## config.mk

```make
export PLATFORM = sky130hd
export DESIGN_NAME = vidcap_window
export DESIGN_NICKNAME = d
export VERILOG_FILES = /design/src/rtl/vidcap_pkg.sv /design/src/rtl/vidcap_sync_in.sv /design/src/rtl/vidcap_counters.sv /design/src/rtl/vidcap_window_ctl.sv /design/src/rtl/vidcap_flags.sv /design/src/rtl/vidcap_window.sv
export SDC_FILE = /design/constraint.sdc
export NUM_CORES = 1
export LEC_CHECK = 0
export BUFFER_PORTS_ARGS = -buffer_cell sky130_fd_sc_hd__buf_2
export CAP_MARGIN = 0
export CORE_MARGIN = 2
export CORE_UTILIZATION = 59
export DETAILED_ROUTE_END_ITERATION = 12
export PLACE_DENSITY = 0.82
export REMOVE_ABC_BUFFERS = 1
export SYNTH_ARGS = -nofsm -noshare
export SYNTH_HDL_FRONTEND = slang
export SYNTH_HIERARCHICAL = 1
export SYNTH_SLANG_ARGS = --single-unit
```

## constraint.sdc

```tcl
create_clock -name clk -period 6 [get_ports clk]
set_input_delay 0.3 -clock clk [delete_from_list [all_inputs] [get_ports clk]]
set_output_delay 0.3 -clock clk [all_outputs]
set_load 0.01 [all_outputs]
```

## src/rtl/vidcap_pkg.sv

```systemverilog
package vidcap_pkg;
  localparam int FLAG_N   = 3;
  localparam int FLG_FEND = 0;
  localparam int FLG_VERR = 1;
  localparam int FLG_HERR = 2;

  // active level now and one clock earlier, after polarity
  typedef struct packed {
    logic lvl;
    logic prev;
  } sync_ev_t;
endpackage

```

## src/rtl/vidcap_sync_in.sv

```systemverilog
module vidcap_sync_in
  import vidcap_pkg::*;
#(
  parameter int DATA_W = 8
) (
  input  logic              clk,
  input  logic              rst,
  input  logic [1:0]        pin,
  input  logic [1:0]        pol,
  input  logic [DATA_W-1:0] pix_in,
  output sync_ev_t          ev [2],
  output logic [1:0]        raw,
  output logic [DATA_W-1:0] data_q
);
  logic [1:0] act_q, act_d;

  for (genvar g = 0; g < 2; g++) begin : g_sync
    always_ff @(posedge clk) begin
      if (rst) begin
        act_q[g] <= 1'b0;
        act_d[g] <= 1'b0;
        raw[g]   <= 1'b0;
      end else begin
        act_q[g] <= pin[g] ^ pol[g];
        act_d[g] <= act_q[g];
        raw[g]   <= pin[g];
      end
    end
    assign ev[g] = '{lvl: act_q[g], prev: act_d[g]};
  end

  always_ff @(posedge clk) data_q <= pix_in;
endmodule

```

## src/rtl/vidcap_counters.sv

```systemverilog
module vidcap_counters
  import vidcap_pkg::*;
#(
  parameter int CNT_W = 11,
  localparam int LW = CNT_W + 1
) (
  input  logic          clk,
  input  logic          rst,
  input  sync_ev_t      vs,
  input  sync_ev_t      hs,
  output logic [LW-1:0] line_idx,
  output logic [LW-1:0] byte_pos,
  output logic [LW-1:0] byte_total
);
  localparam logic [LW-1:0] MAXV = {LW{1'b1}};

  logic [LW-1:0] byte_cnt;
  logic vs_rise, hs_rise, hs_fall, byte_slot;

  assign vs_rise   = vs.lvl & ~vs.prev;
  assign hs_rise   = hs.lvl & ~hs.prev;
  assign hs_fall   = ~hs.lvl & hs.prev;
  assign byte_slot = hs.lvl & ~vs.lvl;
  assign byte_pos  = hs_rise ? '0 : byte_cnt;
  assign byte_total = byte_cnt;

  always_ff @(posedge clk) begin
    if (rst) begin
      line_idx <= '0;
      byte_cnt <= '0;
    end else begin
      if (vs_rise)
        line_idx <= '0;
      else if (hs_fall && line_idx != MAXV)
        line_idx <= line_idx + LW'(1);
      if (hs_rise && !byte_slot)
        byte_cnt <= '0;
      else if (byte_slot)
        byte_cnt <= (byte_pos == MAXV) ? MAXV : byte_pos + LW'(1);
    end
  end
endmodule

```

## src/rtl/vidcap_window_ctl.sv

```systemverilog
module vidcap_window_ctl
  import vidcap_pkg::*;
#(
  parameter int DATA_W = 8,
  parameter int CNT_W  = 11,
  localparam int LW = CNT_W + 1
) (
  input  logic              clk,
  input  logic              rst,
  input  logic              enable,
  input  logic              soft_reset,
  input  sync_ev_t          vs,
  input  sync_ev_t          hs,
  input  logic [DATA_W-1:0] data_q,
  input  logic [LW-1:0]     line_idx,
  input  logic [LW-1:0]     byte_pos,
  input  logic [LW-1:0]     byte_total,
  input  logic [CNT_W-1:0]  line_start,
  input  logic [CNT_W-1:0]  line_count,
  input  logic [CNT_W-1:0]  byte_start,
  input  logic [CNT_W-1:0]  byte_count,
  output logic [DATA_W-1:0] out_data,
  output logic              out_valid,
  output logic              busy,
  output logic [FLAG_N-1:0] evt
);
  logic [LW-1:0] row_lo, row_hi, col_lo, col_hi;
  logic run, active, vs_rise, hs_fall, in_row, in_col, take, last;

  assign row_lo  = LW'(line_start);
  assign row_hi  = LW'(line_start) + LW'(line_count);
  assign col_lo  = LW'(byte_start);
  assign col_hi  = LW'(byte_start) + LW'(byte_count);
  assign run     = enable & ~soft_reset;
  assign vs_rise = vs.lvl & ~vs.prev;
  assign hs_fall = ~hs.lvl & hs.prev;

  always_comb begin
    in_row = (line_idx >= row_lo) && (line_idx < row_hi);
    in_col = (byte_pos >= col_lo) && (byte_pos < col_hi);
    take   = run && active && hs.lvl && !vs.lvl && in_row && in_col;
    last   = take && (line_idx == row_hi - LW'(1)) && (byte_pos == col_hi - LW'(1));
    evt = '0;
    evt[FLG_FEND] = last;
    evt[FLG_VERR] = run && active && vs_rise;
    evt[FLG_HERR] = run && active && hs_fall && in_row && (byte_total < col_hi);
  end

  always_ff @(posedge clk) begin
    if (rst) begin
      active    <= 1'b0;
      out_valid <= 1'b0;
    end else begin
      out_valid <= take;
      if (!run)
        active <= 1'b0;
      else if (vs_rise)
        active <= 1'b1;
      else if (last)
        active <= 1'b0;
    end
  end

  always_ff @(posedge clk) begin
    if (take) out_data <= data_q;
  end

  assign busy = active;
endmodule

```

## src/rtl/vidcap_flags.sv

```systemverilog
module vidcap_flags #(
  parameter int N = 3
) (
  input  logic         clk,
  input  logic         rst,
  input  logic         clear_all,
  input  logic [N-1:0] set,
  input  logic [N-1:0] clr,
  input  logic [N-1:0] en,
  output logic [N-1:0] flags,
  output logic [N-1:0] irq
);
  for (genvar i = 0; i < N; i++) begin : g_flag
    always_ff @(posedge clk) begin
      if (rst || clear_all)
        flags[i] <= 1'b0;
      else if (set[i])
        flags[i] <= 1'b1;
      else if (clr[i])
        flags[i] <= 1'b0;
    end
    assign irq[i] = flags[i] & en[i];
  end
endmodule

```

## src/rtl/vidcap_window.sv

```systemverilog
module vidcap_window
  import vidcap_pkg::*;
#(
  parameter int DATA_W = 8,
  parameter int CNT_W  = 11,
  localparam int LW = CNT_W + 1
) (
  input  logic              clk,
  input  logic              rst,
  input  logic              enable,
  input  logic              soft_reset,
  input  logic              vsync_pol,
  input  logic              hsync_pol,
  input  logic              vsync_in,
  input  logic              hsync_in,
  input  logic [DATA_W-1:0] pix_in,
  input  logic [CNT_W-1:0]  line_start,
  input  logic [CNT_W-1:0]  line_count,
  input  logic [CNT_W-1:0]  byte_start,
  input  logic [CNT_W-1:0]  byte_count,
  input  logic [2:0]        flag_clr,
  input  logic [2:0]        irq_en,
  output logic [DATA_W-1:0] out_data,
  output logic              out_valid,
  output logic              busy,
  output logic [2:0]        flags,
  output logic [2:0]        irq,
  output logic              vsync_raw,
  output logic              hsync_raw
);
  sync_ev_t          ev [2];
  logic [1:0]        raw;
  logic [DATA_W-1:0] data_q;
  logic [LW-1:0]     line_idx, byte_pos, byte_total;
  logic [FLAG_N-1:0] evt;
  logic              vs_rise_w;

  vidcap_sync_in #(.DATA_W(DATA_W)) u_sync (
    .clk(clk), .rst(rst),
    .pin({hsync_in, vsync_in}), .pol({hsync_pol, vsync_pol}),
    .pix_in(pix_in), .ev(ev), .raw(raw), .data_q(data_q)
  );

  vidcap_counters #(.CNT_W(CNT_W)) u_cnt (
    .clk(clk), .rst(rst), .vs(ev[0]), .hs(ev[1]),
    .line_idx(line_idx), .byte_pos(byte_pos), .byte_total(byte_total)
  );

  vidcap_window_ctl #(.DATA_W(DATA_W), .CNT_W(CNT_W)) u_ctl (
    .clk(clk), .rst(rst), .enable(enable), .soft_reset(soft_reset),
    .vs(ev[0]), .hs(ev[1]), .data_q(data_q),
    .line_idx(line_idx), .byte_pos(byte_pos), .byte_total(byte_total),
    .line_start(line_start), .line_count(line_count),
    .byte_start(byte_start), .byte_count(byte_count),
    .out_data(out_data), .out_valid(out_valid), .busy(busy), .evt(evt)
  );

  vidcap_flags #(.N(FLAG_N)) u_flags (
    .clk(clk), .rst(rst), .clear_all(soft_reset),
    .set(evt), .clr(flag_clr), .en(irq_en),
    .flags(flags), .irq(irq)
  );

  assign vsync_raw = raw[0];
  assign hsync_raw = raw[1];
  assign vs_rise_w = ev[0].lvl & ~ev[0].prev;
endmodule

```

Word level (Yosys, flattened, before mapping). Cells that the tools add are included.

Register bits: 51. Input port bits: 66. Output and inout bits: 18. Word-level logic and storage cells: 81.

Add/sub/neg operators: 6. Magnitude comparators: 5. Eq/ne operators: 4. Multiplexer cells: 10. Bitwise operators: 16. Reductions and logical operators: 25.

Operators by type and width (number): $lt 12x12->1 (3); $add 11x11->12 (2); $add 12x1->12 const B (2); $eq 12x12->1 (2); $ge 12x11->1 (2); $mux 12 (2); $sub 12x1->12 const B (2); $logic_and 1x1->1 (15); $eq 12x12->1 const B (1); $ne 12x12->1 const B (1); $and 1x1->1 (8); $mux 1 (8); $reduce_bool 2->1 (4); $not 1->1 (6); $reduce_or 2->1 (3); $logic_not 1->1 (2); $xor 1x1->1 (2); $logic_or 1x1->1 (1).

Longest topological paths before layout.
Depth after elaboration: 11. Gate-level depth with buffers: 20. Depth with buffers taken out: 19.

Hierarchy. The synthesis kept the hierarchy.

Modules (own cells, without submodules): vidcap_window_ctl (instances 1, cells an instance 469, area an instance 3801.1 um^2, sequential area each 280.3 um^2); vidcap_counters (instances 1, cells an instance 163, area an instance 1473.9 um^2, sequential area each 480.5 um^2); vidcap_sync_in (instances 1, cells an instance 22, area an instance 332.8 um^2, sequential area each 280.3 um^2); vidcap_flags (instances 1, cells an instance 16, area an instance 143.9 um^2, sequential area each 60.1 um^2).

Worst setup path before layout. OpenSTA, ideal clock, no wires.

Kind: input-to-reg. Start: input port byte_start[0]. End: register u_flags.flags[0]. Setup time: 0.066 ns. Data arrival time: 4.520 ns. Required time: 5.934 ns. Path slack: 1.414 ns. Stages on the path: 20. Buffers on the path: 1. Cells stage by stage: ha_1 > inv_1 > fa_1 > nor2b_1 > o21a_1 > o21ai_0 > and2_1 > inv_1 > ha_1 > a21o_1 > a21o_1 > a221oi_1 > o21ai_0 > maj3_1 > a311oi_1 > nand4b_1 > nor4_1 > buf_4 > inv_1 > a21oi_2.

Word-level cells in the longest chain between the ends: 7. Elaborated cells on any way between the ends: 11. Those cells by class: 2 x add/sub; 2 x order compare; 1 x eq/ne; 1 x mux; 5 x reduce/logical.

Ends and longest elaborated chain: start: declaration (line vidcap_window.sv:19) `input logic [CNT_W-1:0] byte_start,`; $add 11x11->12 (line vidcap_window_ctl.sv:33) `assign col_hi = LW'(byte_start) + LW'(byte_count);`; $lt 12x12->1 (line vidcap_window_ctl.sv:40) `in_col = (byte_pos >= col_lo) && (byte_pos < col_hi);`; $logic_and 1x1->1 * (line vidcap_window_ctl.sv:40); $logic_and 1x1->1 * (line vidcap_window_ctl.sv:41) `take = run && active && hs.lvl && !vs.lvl && in_row && in_col;`; via u_ctl.take (line vidcap_window_ctl.sv:28) `logic run, active, vs_rise, hs_fall, in_row, in_col, take, last;`; $logic_and 1x1->1 * (2 in series) (line vidcap_window_ctl.sv:42) `last = take && (line_idx == row_hi - LW'(1)) && (byte_pos == col_hi - LW'(1));`; via u_ctl.last (line vidcap_window_ctl.sv:28); $mux 1 / $reduce_bool 2->1 (equally long branches); end signal: indexed assignment (line vidcap_flags.sv:16) `flags[i] <= 1'b0;`; end signal: indexed assignment (line vidcap_flags.sv:18) `flags[i] <= 1'b1;`; end signal: indexed assignment (line vidcap_flags.sv:20) `flags[i] <= 1'b0;`; end: declaration (line vidcap_flags.sv:10) `output logic [N-1:0] flags,`.

The timed path passes the listed nets; every way through them passes the cells marked *. A chain may end at the register's enable or synchronous reset.

Worst setup path after layout.
Start: input port byte_start[0]. End: register u_flags.flags[0].

Word-level cells in the longest chain between the ends: 7. Elaborated cells on any way between the ends: 11. Those cells by class: 2 x add/sub; 2 x order compare; 1 x eq/ne; 1 x mux; 5 x reduce/logical.

Ends and longest elaborated chain: $add 11x11->12 (line vidcap_window_ctl.sv:33); $lt 12x12->1 (line vidcap_window_ctl.sv:40); $logic_and 1x1->1 * (line vidcap_window_ctl.sv:40); $logic_and 1x1->1 * (line vidcap_window_ctl.sv:41); via u_ctl.take (line vidcap_window_ctl.sv:28); $logic_and 1x1->1 * (2 in series) (line vidcap_window_ctl.sv:42); via evt[0] (line vidcap_window.sv:35) `logic [FLAG_N-1:0] evt;`; $mux 1 / $reduce_bool 2->1 (equally long branches).

Marks and branches as above.

==> results.cfg <==
[layout]
drive_above_1_share = 0.166
diodes = 0
area_growth_pct = 10.3
fin_nets = 894

[yosys]
seq_area_frac_synth = 0.191
synthXorXnorAreaFrac = 0.0737
synthMuxAreaShare = 0.00892
async_flop_share = 0
synth_compound_area_frac = 0.253
synth_cells = 670
synthAdderAreaFrac = 0.180
synth_top_family_by_area = compound AO/OA/AOI/OAI gates
synthFlopType = dfxtp_1
synth_edf_count = 8
synth.avg_cell_area_um2 = 8.58
syn_area_um2 = 5750
synthSimpleGateAreaFrac = 0.245
ys_warn_count = 6
synth-seq-cells = 51
ys_types = 96

[timing]
rsz0062_at_grt = false
fmax_mhz = 232
setup_tns_ns = 0
tightest_slew_ns = 0.832
post-route-min-period_ns = 4.32
finClkSkew_ns = 0.00917
fin_crit_sh = 0.720
hold_violations = 0
drv_slew = 0
finalSetupViolCount = 0
slew_headroom = 0.431

[clock_tree]
post-cts-setup-buffers = 0
cts.hold.buffers_added = 0
cts_sinks = 51
cts.repair.resized = 0
h-tree-depth = 2
insertion_delay_ns = 0.30
clk_path_buf_depth = 2
root_buffer = clkbuf_8
cts_inserted_buffers = 5
clk_pin_slew_ns = 0.09
tritoncts = built

[routing]
num_vias = 5541
wl_per_cell_um = 16.6
drc = 0
antenna_left = 0
drt_first_pass_iters = 6
totalWireLength_um = 14700
first_iter_violations = 278
avgViaCountPerCell = 6.28

[worst_setup_path]
r2r-start = u_sync/ev[1]$_SDFF_PP0_
reg2reg_to = u_flags/flags[0]$_SDFFE_PP0P_
startpoint = byte_start[0]
critPathMaxFanout = 10
slowest_delay_ns = 0.43
crit_path_frequent_cell = inv_1
r2r_slack_ns = 2.31
critPathLaunchType = input pin
cp-end-kind = flop
cp_top_family = compound AO/OA/AOI/OAI gates
rr_worst_depth = 14
required_ns = 6.24
arrival_ns = 4.56
cp_num_cells = 21
critPathSlowestCell = o21ai_0
worst-path-buf-inv = 5
endpoint = u_flags/flags[0]$_SDFFE_PP0P_
path_cells = buf_2, ha_1, inv_1, fa_1, nor2b_1, o21a_1, o21ai_0, and2_1, inv_1, ha_1, a21o_1, a21o_1, a221oi_1, o21ai_0, maj3_1, a311oi_1, buf_4, nand4b_1, nor4_1, inv_1, a21oi_2
worst-setup-path-type = in2reg

[floorplan]
rows = 36
dieWidth_um = 103
coreArea_um2 = 9590
dieHeight_um = 103
initial_core_util = 0.600
pin_count = 84
dieArea_um2 = 10600

[grt]
grt.overflow.total = 0
first_global_vias = 5237
grt_pass1_wl_um = 23800
antenna_found_initial = 0
gr-usage-all-layers = 0.277
grt_start_max_net_pins = 16

[pwr]
peakVddDrop_uv = 104
power.leakage_nw = 2.86
finalPower_mw = 0.989
p_per_area_nw_per_um2 = 156

[run]
drv_cap = 0

[placement]
dp_hpwl_um = 11800
numPortBuffers = 83
place_congestion = 0.944

[status]
status = finished, final reports clean

[hold_path]
hold_path_class = in2reg
==> cells by family after synthesis <==
group / after synthesis
simple gates: 226
compound gates: 198
fa+ha+maj: 82
buf+inv: 66
flops: 51
xor+xnor: 42
mux: 5
==> where the power goes <==
group | leakage (nW) | internal, mW | switching (mW)
combinational | 2.40 | 0.179 | 0.259
clock | 0.0403 | 0.0799 | 0.109
sequential | 0.423 | 0.355 | 0.00734
total | 2.86 | 0.613 | 0.375
==> per-stage QoR <==
stage,hold slack [ns],cell area (um^2),worst slack [ns],utilization,instances
CTS,0.0871,6340,1.78,0.661,882
finish,0.0928,6340,1.68,0.661,882
global route,0.0799,6340,1.43,0.661,882
global placement,0.389,6260,1.64,0.653,874
detailed placement,0.389,6260,1.47,0.653,874
floorplan,0.328,5680,1.50,-,657
==> sequential cells by signal, summed over array words and instances, names as in the netlist <==
signal / cells
u_cnt/byte_total: 12
u_cnt/line_idx: 12
u_ctl/out_data: 8
u_sync/data_q: 8
u_sync/ev: 4
u_flags/flags: 3
u_sync/raw: 2
u_ctl/busy: 1
u_ctl/out_valid: 1
==> how the worst min path moves through the flow <==
stage                                         from                           to  cells after the start
after floorplan                          pix_in[0]     u_sync/data_q[0]$_DFF_P_                      0
after global placement    u_sync/data_q[0]$_DFF_P_  u_ctl/out_data[0]$_DFFE_PP_                      0
after detailed placement  u_sync/data_q[1]$_DFF_P_  u_ctl/out_data[1]$_DFFE_PP_                      0
after CTS                                pix_in[5]     u_sync/data_q[5]$_DFF_P_                      1
after global routing                     pix_in[5]     u_sync/data_q[5]$_DFF_P_                      1
final                                    pix_in[5]     u_sync/data_q[5]$_DFF_P_                      1
==> layout make-up <==
type                       count  area, um^2
multi-input combinational    553        4380
fill                         832        3250
sequential                    51        1100
timing repair buffer          84         423
inverter                      53         199
tap                          133         166
clock buffer                   6        72.6
clock inverter                 2        7.51
==> Yosys cell counts (12+ instances only) <==
library cell,n,area share
a21o_1,24,0.031
a21oi_1,37,0.032
and2_1,17,0.018
and3_1,12,0.013
dfxtp_1,43,0.15
ha_1,78,0.17
inv_1,51,0.033
nand2_1,30,0.020
nand2b_1,12,0.013
nand3_1,20,0.017
nand4_1,14,0.015
nor2_1,25,0.016
nor2b_1,13,0.014
o21ai_0,31,0.027
or3_1,15,0.016
xnor2_1,26,0.040
xor2_1,12,0.018
==> worst register-to-register path: cells and delay by family (launching register included) <==
kind | cells | cell delay (ns)
AOI/OAI and AO/OA | 6 | 1.20
adders and majority gates | 2 | 0.71
buffers and inverters | 2 | 0.32
DFF | 1 | 0.52
and+or+nand+nor | 4 | 0.88
==> per-layer routing <==
layer,routed length (um),track usage,vias to the layer above
met1,6320,0.348,2602
li1,-,-,2740
met2,7250,0.495,172
met4,403,0.0850,0
met5,0,0,-
met3,709,0.0339,27
==> placed cells by master, fill, tap and decap left out, types with 12 or more instances in the layout <==
cell type | synthesis | layout
xor2_1 | 12 | 12
o21ai_0 | 31 | 31
or3_1 | 15 | 15
nor2b_1 | 13 | 13
a21o_1 | 24 | 24
a21oi_1 | 37 | 37
dfxtp_1 | 43 | 43
nand3_1 | 20 | 20
nand2b_1 | 12 | 12
xnor2_1 | 26 | 26
nand4_1 | 14 | 14
inv_1 | 51 | 51
ha_1 | 78 | 78
nand2_1 | 30 | 30
nor2_1 | 25 | 25
and3_1 | 12 | 12
buf_2 | 2 | 83
and2_1 | 17 | 17
No activity file was read; power rests on OpenSTA's default activity.
